===== src/rtl/bp_pkg.sv =====
package bp_pkg;

  localparam logic [1:0] CTR_WEAK_NT = 2'b01;

  // One training step of a 2-bit hysteresis counter.
  function automatic logic [1:0] ctr_step(input logic [1:0] cur, input logic taken);
    if (taken) return (cur == 2'b11) ? cur : cur + 2'b01;
    else       return (cur == 2'b00) ? cur : cur - 2'b01;
  endfunction

  // Upper half of the counter range predicts taken.
  function automatic logic ctr_says_taken(input logic [1:0] cur);
    return cur[1];
  endfunction

endpackage


===== src/rtl/bp_target_table.sv =====
module bp_target_table #(
  parameter int PC_W    = 32,
  parameter int ENTRIES = 16,
  localparam int IDX_W  = $clog2(ENTRIES),
  localparam int TAG_W  = PC_W - IDX_W - 2
) (
  input  logic             clk,
  input  logic             rst_n,
  input  logic [IDX_W-1:0] rd_idx,
  input  logic [TAG_W-1:0] rd_tag,
  output logic             rd_hit,
  output logic [PC_W-1:0]  rd_target,
  input  logic             wr_en,
  input  logic [IDX_W-1:0] wr_idx,
  input  logic [TAG_W-1:0] wr_tag,
  input  logic [PC_W-1:0]  wr_target
);

  logic [ENTRIES-1:0] valid_q;
  logic [TAG_W-1:0]   tag_q [ENTRIES];
  logic [PC_W-1:0]    tgt_q [ENTRIES];

  for (genvar e = 0; e < ENTRIES; e++) begin : g_entry
    logic sel;
    assign sel = wr_en && (wr_idx == IDX_W'(e));
    always_ff @(posedge clk) begin
      if (!rst_n) begin
        valid_q[e] <= 1'b0;
        tag_q[e]   <= '0;
        tgt_q[e]   <= '0;
      end else if (sel) begin
        valid_q[e] <= 1'b1;
        tag_q[e]   <= wr_tag;
        tgt_q[e]   <= wr_target;
      end
    end
  end

  always_comb begin
    rd_hit    = valid_q[rd_idx] && (tag_q[rd_idx] == rd_tag);
    rd_target = tgt_q[rd_idx];
  end

endmodule


===== src/rtl/bp_dir_table.sv =====
module bp_dir_table
  import bp_pkg::*;
#(
  parameter int ENTRIES = 8,
  localparam int IDX_W  = $clog2(ENTRIES)
) (
  input  logic             clk,
  input  logic             rst_n,
  input  logic [IDX_W-1:0] rd_idx,
  output logic [1:0]       rd_ctr,
  input  logic             wr_en,
  input  logic [IDX_W-1:0] wr_idx,
  input  logic             wr_taken
);

  logic [1:0] ctr_q [ENTRIES];

  for (genvar e = 0; e < ENTRIES; e++) begin : g_ctr
    always_ff @(posedge clk) begin
      if (!rst_n)
        ctr_q[e] <= CTR_WEAK_NT;
      else if (wr_en && (wr_idx == IDX_W'(e)))
        ctr_q[e] <= ctr_step(ctr_q[e], wr_taken);
    end
  end

  assign rd_ctr = ctr_q[rd_idx];

endmodule


===== src/rtl/bp_return_stack.sv =====
module bp_return_stack #(
  parameter int PC_W  = 32,
  parameter int DEPTH = 4,
  localparam int PTR_W = $clog2(DEPTH),
  localparam int CNT_W = $clog2(DEPTH + 1)
) (
  input  logic             clk,
  input  logic             rst_n,
  input  logic             push,
  input  logic [PC_W-1:0]  push_addr,
  input  logic             pop,
  output logic [PC_W-1:0]  top_addr,
  output logic             empty,
  output logic [PTR_W-1:0] ptr,
  output logic [CNT_W-1:0] count
);

  logic [PC_W-1:0]  mem_q [DEPTH];
  logic [PTR_W-1:0] ptr_q;
  logic [CNT_W-1:0] cnt_q;
  logic [PTR_W-1:0] top_idx;
  logic             do_pop;

  assign top_idx = ptr_q - PTR_W'(1);
  assign do_pop  = pop && (cnt_q != '0);

  always_ff @(posedge clk) begin
    if (!rst_n) begin
      ptr_q <= '0;
      cnt_q <= '0;
    end else if (do_pop) begin
      ptr_q <= top_idx;
      cnt_q <= cnt_q - CNT_W'(1);
    end else if (push && !pop) begin
      ptr_q <= ptr_q + PTR_W'(1);
      if (cnt_q != CNT_W'(DEPTH)) cnt_q <= cnt_q + CNT_W'(1);
    end
  end

  for (genvar s = 0; s < DEPTH; s++) begin : g_slot
    always_ff @(posedge clk) begin
      if (!rst_n)
        mem_q[s] <= '0;
      else if (push && !pop && (ptr_q == PTR_W'(s)))
        mem_q[s] <= push_addr;
    end
  end

  assign top_addr = mem_q[top_idx];
  assign empty    = (cnt_q == '0);
  assign ptr      = ptr_q;
  assign count    = cnt_q;

endmodule


===== src/rtl/branch_predict_unit.sv =====
module branch_predict_unit
  import bp_pkg::*;
#(
  parameter int PC_W        = 32,
  parameter int TT_ENTRIES  = 16,
  parameter int DIR_ENTRIES = 8,
  parameter int RAS_DEPTH   = 4
) (
  input  logic            clk,
  input  logic            rst_n,
  input  logic [PC_W-1:0] fetch_pc,
  input  logic            fetch_is_call,
  input  logic            fetch_is_ret,
  input  logic            res_valid,
  input  logic [PC_W-1:0] res_pc,
  input  logic            res_taken,
  input  logic [PC_W-1:0] res_target,
  output logic            pred_hit,
  output logic            pred_taken,
  output logic [PC_W-1:0] pred_next_pc
);

  localparam int TT_IDX_W  = $clog2(TT_ENTRIES);
  localparam int TAG_W     = PC_W - TT_IDX_W - 2;
  localparam int DIR_IDX_W = $clog2(DIR_ENTRIES);
  localparam int RS_PTR_W  = $clog2(RAS_DEPTH);
  localparam int RS_CNT_W  = $clog2(RAS_DEPTH + 1);
  localparam logic [PC_W-1:0] INSN_BYTES = PC_W'(4);

  // Named internal events, observed by the bound checker.
  logic                tt_hit;
  logic [PC_W-1:0]     tt_target;
  logic                tt_wr_en;
  logic [1:0]          dir_ctr;
  logic                dir_taken;
  logic                ret_used;
  logic                rs_push_en;
  logic                rs_empty;
  logic [PC_W-1:0]     rs_top;
  logic [RS_PTR_W-1:0] rs_ptr;
  logic [RS_CNT_W-1:0] rs_count;
  logic [PC_W-1:0]     seq_pc;
  logic                unused_pc_lsb;

  assign unused_pc_lsb = ^res_pc[1:0];

  assign tt_wr_en   = res_valid && res_taken;
  assign seq_pc     = fetch_pc + INSN_BYTES;
  assign rs_push_en = fetch_is_call && !fetch_is_ret;

  bp_target_table #(.PC_W(PC_W), .ENTRIES(TT_ENTRIES)) u_tt (
    .clk       (clk),
    .rst_n     (rst_n),
    .rd_idx    (fetch_pc[TT_IDX_W+1:2]),
    .rd_tag    (fetch_pc[PC_W-1:TT_IDX_W+2]),
    .rd_hit    (tt_hit),
    .rd_target (tt_target),
    .wr_en     (tt_wr_en),
    .wr_idx    (res_pc[TT_IDX_W+1:2]),
    .wr_tag    (res_pc[PC_W-1:TT_IDX_W+2]),
    .wr_target (res_target)
  );

  bp_dir_table #(.ENTRIES(DIR_ENTRIES)) u_dir (
    .clk      (clk),
    .rst_n    (rst_n),
    .rd_idx   (fetch_pc[DIR_IDX_W+1:2]),
    .rd_ctr   (dir_ctr),
    .wr_en    (res_valid),
    .wr_idx   (res_pc[DIR_IDX_W+1:2]),
    .wr_taken (res_taken)
  );

  bp_return_stack #(.PC_W(PC_W), .DEPTH(RAS_DEPTH)) u_rs (
    .clk       (clk),
    .rst_n     (rst_n),
    .push      (rs_push_en),
    .push_addr (seq_pc),
    .pop       (fetch_is_ret),
    .top_addr  (rs_top),
    .empty     (rs_empty),
    .ptr       (rs_ptr),
    .count     (rs_count)
  );

  assign ret_used  = fetch_is_ret && !rs_empty;
  assign dir_taken = tt_hit && ctr_says_taken(dir_ctr);

  always_comb begin
    pred_hit   = tt_hit;
    pred_taken = ret_used || dir_taken;
    if (ret_used)       pred_next_pc = rs_top;
    else if (dir_taken) pred_next_pc = tt_target;
    else                pred_next_pc = seq_pc;
  end

endmodule


===== config.mk =====
export PLATFORM = sky130hd
export DESIGN_NAME = branch_predict_unit
export DESIGN_NICKNAME = d
export VERILOG_FILES = /design/src/rtl/bp_pkg.sv /design/src/rtl/bp_target_table.sv /design/src/rtl/bp_dir_table.sv /design/src/rtl/bp_return_stack.sv /design/src/rtl/branch_predict_unit.sv
export SDC_FILE = /design/constraint.sdc
export NUM_CORES = 2
export LEC_CHECK = 0
export BUFFER_PORTS_ARGS = -buffer_cell sky130_fd_sc_hd__buf_2
export CAP_MARGIN = 10
export CORE_MARGIN = 10
export CORE_UTILIZATION = 35
export DETAILED_ROUTE_END_ITERATION = 16
export GPL_ROUTABILITY_DRIVEN = 0
export MAX_ROUTING_LAYER = met4
export PLACE_DENSITY_LB_ADDON = 0.08
export RECOVER_POWER = 100
export SLEW_MARGIN = 20
export SYNTH_ARGS = -nofsm -noshare
export SYNTH_HDL_FRONTEND = slang
export SYNTH_SLANG_ARGS = --single-unit

===== constraint.sdc =====
create_clock -name clk -period 8.1 [get_ports clk]
set_input_delay 0.81 -clock clk [delete_from_list [all_inputs] [get_ports clk]]
set_output_delay 0.81 -clock clk [all_outputs]
set_load 0.01 [all_outputs]

==> metrics.cfg <==
[grt]
grt_pass1_wl_um = 244000
grt_remaining_overflow = 0
grt_pass1_vias = 31900
antenna_found_initial = 34
grtUsageTotal = 0.218
grt_max_degree = 73

[detailed_routing]
drc = 0
routed_via_density = 5.52
wl_um = 174000
top_layer = met4
wl_met3_um = 13300
wl_per_cell_um = 31.3
ant_nets = 0
wl_met2_um = 81200
drt_first_pass_iters = 6
drt_iter0_markers = 3309
num_vias = 30700
drt-met1-wl_um = 75600

[flow_run]
maxCapViolations = 53

[critical_path]
reg2reg_depth = 5
arrival_ns = 7.51
required_ns = 8.40
end_kind = flop
reg2reg_to = u_rs.mem_q[3][23]$_SDFFCE_PN0P_
r2r_slack_ns = 4.49
startpoint_type = primary input
r2r-start = u_rs.ptr[0]$_SDFFE_PN0P_
path_class = primary input to flop
crit_fanout = 30

[logic_synthesis]
synth_area_leader_cell = edfxtp_1
ys_types = 65
ys_async_sr_fraction = 0
ys_seq_elements = 1093
synth.avg_cell_area_um2 = 14.8
synth_most_common_cell = edfxtp_1
yosysTopAreaCellShare = 0.628
synth_edf_count = 1072
ys_seq_area_frac = 0.636
synth_cells = 3473
syn-num-nets = 3581
synthesis.area_um2 = 51300
synthTopCellsByCount = edfxtp_1 (1,072), and2_1 (931), mux4_2 (286)
synth_area_leaders = edfxtp_1 (63%), mux4_2 (13%), and2_1 (11%)
ys_warn_count = 0
synth_ff_type = edfxtp_1

[layout]
syn_to_final_growth_pct = 12.8
fill_cells = 13400
multi_input_area_um2 = 17400
regArea_um2 = 32600
drive_above_1_share = 0.183
fin_nets = 3630
design_area_um2 = 57800

[floorplan]
ios = 136
die-area_um2 = 162000
core-area_um2 = 146000
initial_core_util = 0.352
dieHeight_um = 403
chipWidth_um = 403
rows = 140

[power]
leakage_nw = 19.6
max-vdd-ir-drop_v = 0.000125
power.density_nw_per_um2 = 237

[placement]
post-dp-hpwl_um = 96700
portBuffers = 133
post_dp_cell_area_um2 = 54100

[run_status]
violations = max-capacitance violations, max-slew violations
outcome = finished with violations

[timing]
fmax_mhz = 139
finalCriticalPeriod_ns = 7.21
fin_skew_ns = 0.0103
timing_hold_violations_final = 0
rsz0062_at_grt = no
relSlewSlack = -2.06
setup_tns_ns = 0
setup_viol = 0
final_max_slew_viol_count = 1953
worst_slew_pin_slew_ns = 4.60
period_share = 0.890

[clock_tree]
cts-resized-gates = 0
cts_setup_buffers = 0
cts-root-buf = clkbuf_16
cts_buffers = 133
clkLatencyLatePin_ns = 0.77
cts_tree = done
cts_hold_buf = 0
cts_buffer_depth = 3
ctsHtreeMaxLevel = 4
clock-sinks = 1093
path_clk_slew_ns = 0.05

[min_path]
min_path_type = primary input to flop
holdCritStartpoint = fetch_is_call
min_path_cells = 3
hold_end = u_rs.count[0]$_SDFFE_PN0P_

## worst max-delay path by stage
| stage | to | start | slack [ns] |
|---|---|---|---|
| detailed placement | pred_next_pc[6] | fetch_pc[2] | 1.62 |
| global route | u_tt.tgt_q[2][24]$_SDFFCE_PN0P_ | res_taken | 0.71 |
| global placement | pred_next_pc[6] | fetch_pc[2] | 1.63 |
| CTS | pred_next_pc[6] | fetch_pc[2] | 1.62 |
| finish | u_tt.tgt_q[2][21]$_SDFFCE_PN0P_ | res_taken | 0.89 |
| floorplan | u_tt.tag_q[12][0]$_SDFFCE_PN0P_ | res_taken | 1.89 |
## flip-flops by register name (all words and copies together) (netlist names)
signal / flops
u_rs.ptr: 2
u_tt.tgt_q: 512
u_tt.valid_q: 16
u_dir.ctr_q: 16
u_tt.tag_q: 416
u_rs.mem_q: 128
u_rs.count: 3
## stage by stage
step	cells	worst slack (ns)	total power, W	utilization	hold slack [ns]
finish	5555	0.889	0.0137	0.397	0.373
CTS	5539	1.62	0.0138	0.399	0.302
global placement	5304	1.63	0.00817	0.372	0.427
floorplan	3473	1.89	0.00758	-	0.421
global route	5554	0.707	0.0141	0.397	0.359
detailed placement	5304	1.62	0.00821	0.372	0.438
## kinds of logic after synthesis
kind of cell,after synthesis,synth area share
and+or+nand+nor,1374,0.152
DFF,1093,0.636
muxes,358,0.140
buffers and inverters,354,0.0291
AOI/OAI and AO/OA,222,0.0308
xor gates and xnor gates,66,0.0113
adders and majority gates,6,0.00161
## power by group
group / total [W] / internal, W / switching, W / leakage (nW)
clock network: 0.00561 / 0.00324 / 0.00237 / 1.96
logic: 0.00145 / 0.000503 / 0.000946 / 7.15
registers: 0.00662 / 0.00654 / 0.0000814 / 10.5
## cells in the final DEF (no fill, tap or decap), drive strengths merged, types with 4 or more instances in the layout
cell	synthesis	layout
o22ai	12	12
a21oi	15	15
and2	931	931
mux4	286	286
nand2	97	97
nor2b	8	8
o21ai	53	53
clkinv	0	41
a221oi	4	4
clkbuf	231	257
dfxtp	21	21
inv	50	58
xnor2	56	56
a22o	8	8
nor3	27	27
ha	5	5
o41a	5	5
a31oi	30	30
and3	14	14
a31o	5	5
nand3b	5	5
buf	73	141
edfxtp	1072	1072
and4	5	5
nand4	11	11
nor4	11	11
nand2b	10	10
xor2	10	10
a21o	18	18
nand3	34	34
nor2	215	215
a22oi	14	14
o41ai	31	31
mux2i	71	71
diode	0	16
o31ai	5	5
## critical path, cell delays in order
cell and delay, ns:
clkbuf_1 0.95, nand2b_1 0.69, o21ai_4 0.29, clkbuf_1 2.24, clkbuf_1 2.44
## area by class of cell
class | instances | area share
Multi-Input combinational cell | 2026 | 0.301
Inverter | 50 | 0.00329
Tap cell | 1917 | 0.0415
Timing Repair Buffer | 218 | 0.0199
Clock inverter | 55 | 0.00692
Sequential cell | 1093 | 0.564
Antenna cell | 16 | 0.000692
Clock buffer | 180 | 0.0628
## per-layer routing
layer  vias up  global-route usage
met4         0              0.0525
li1      12900                   -
met1     16200               0.294
met3       234              0.0453
met2      1264               0.338
met5         -                   -
Note: power is estimated with default switching activity, not from simulation.
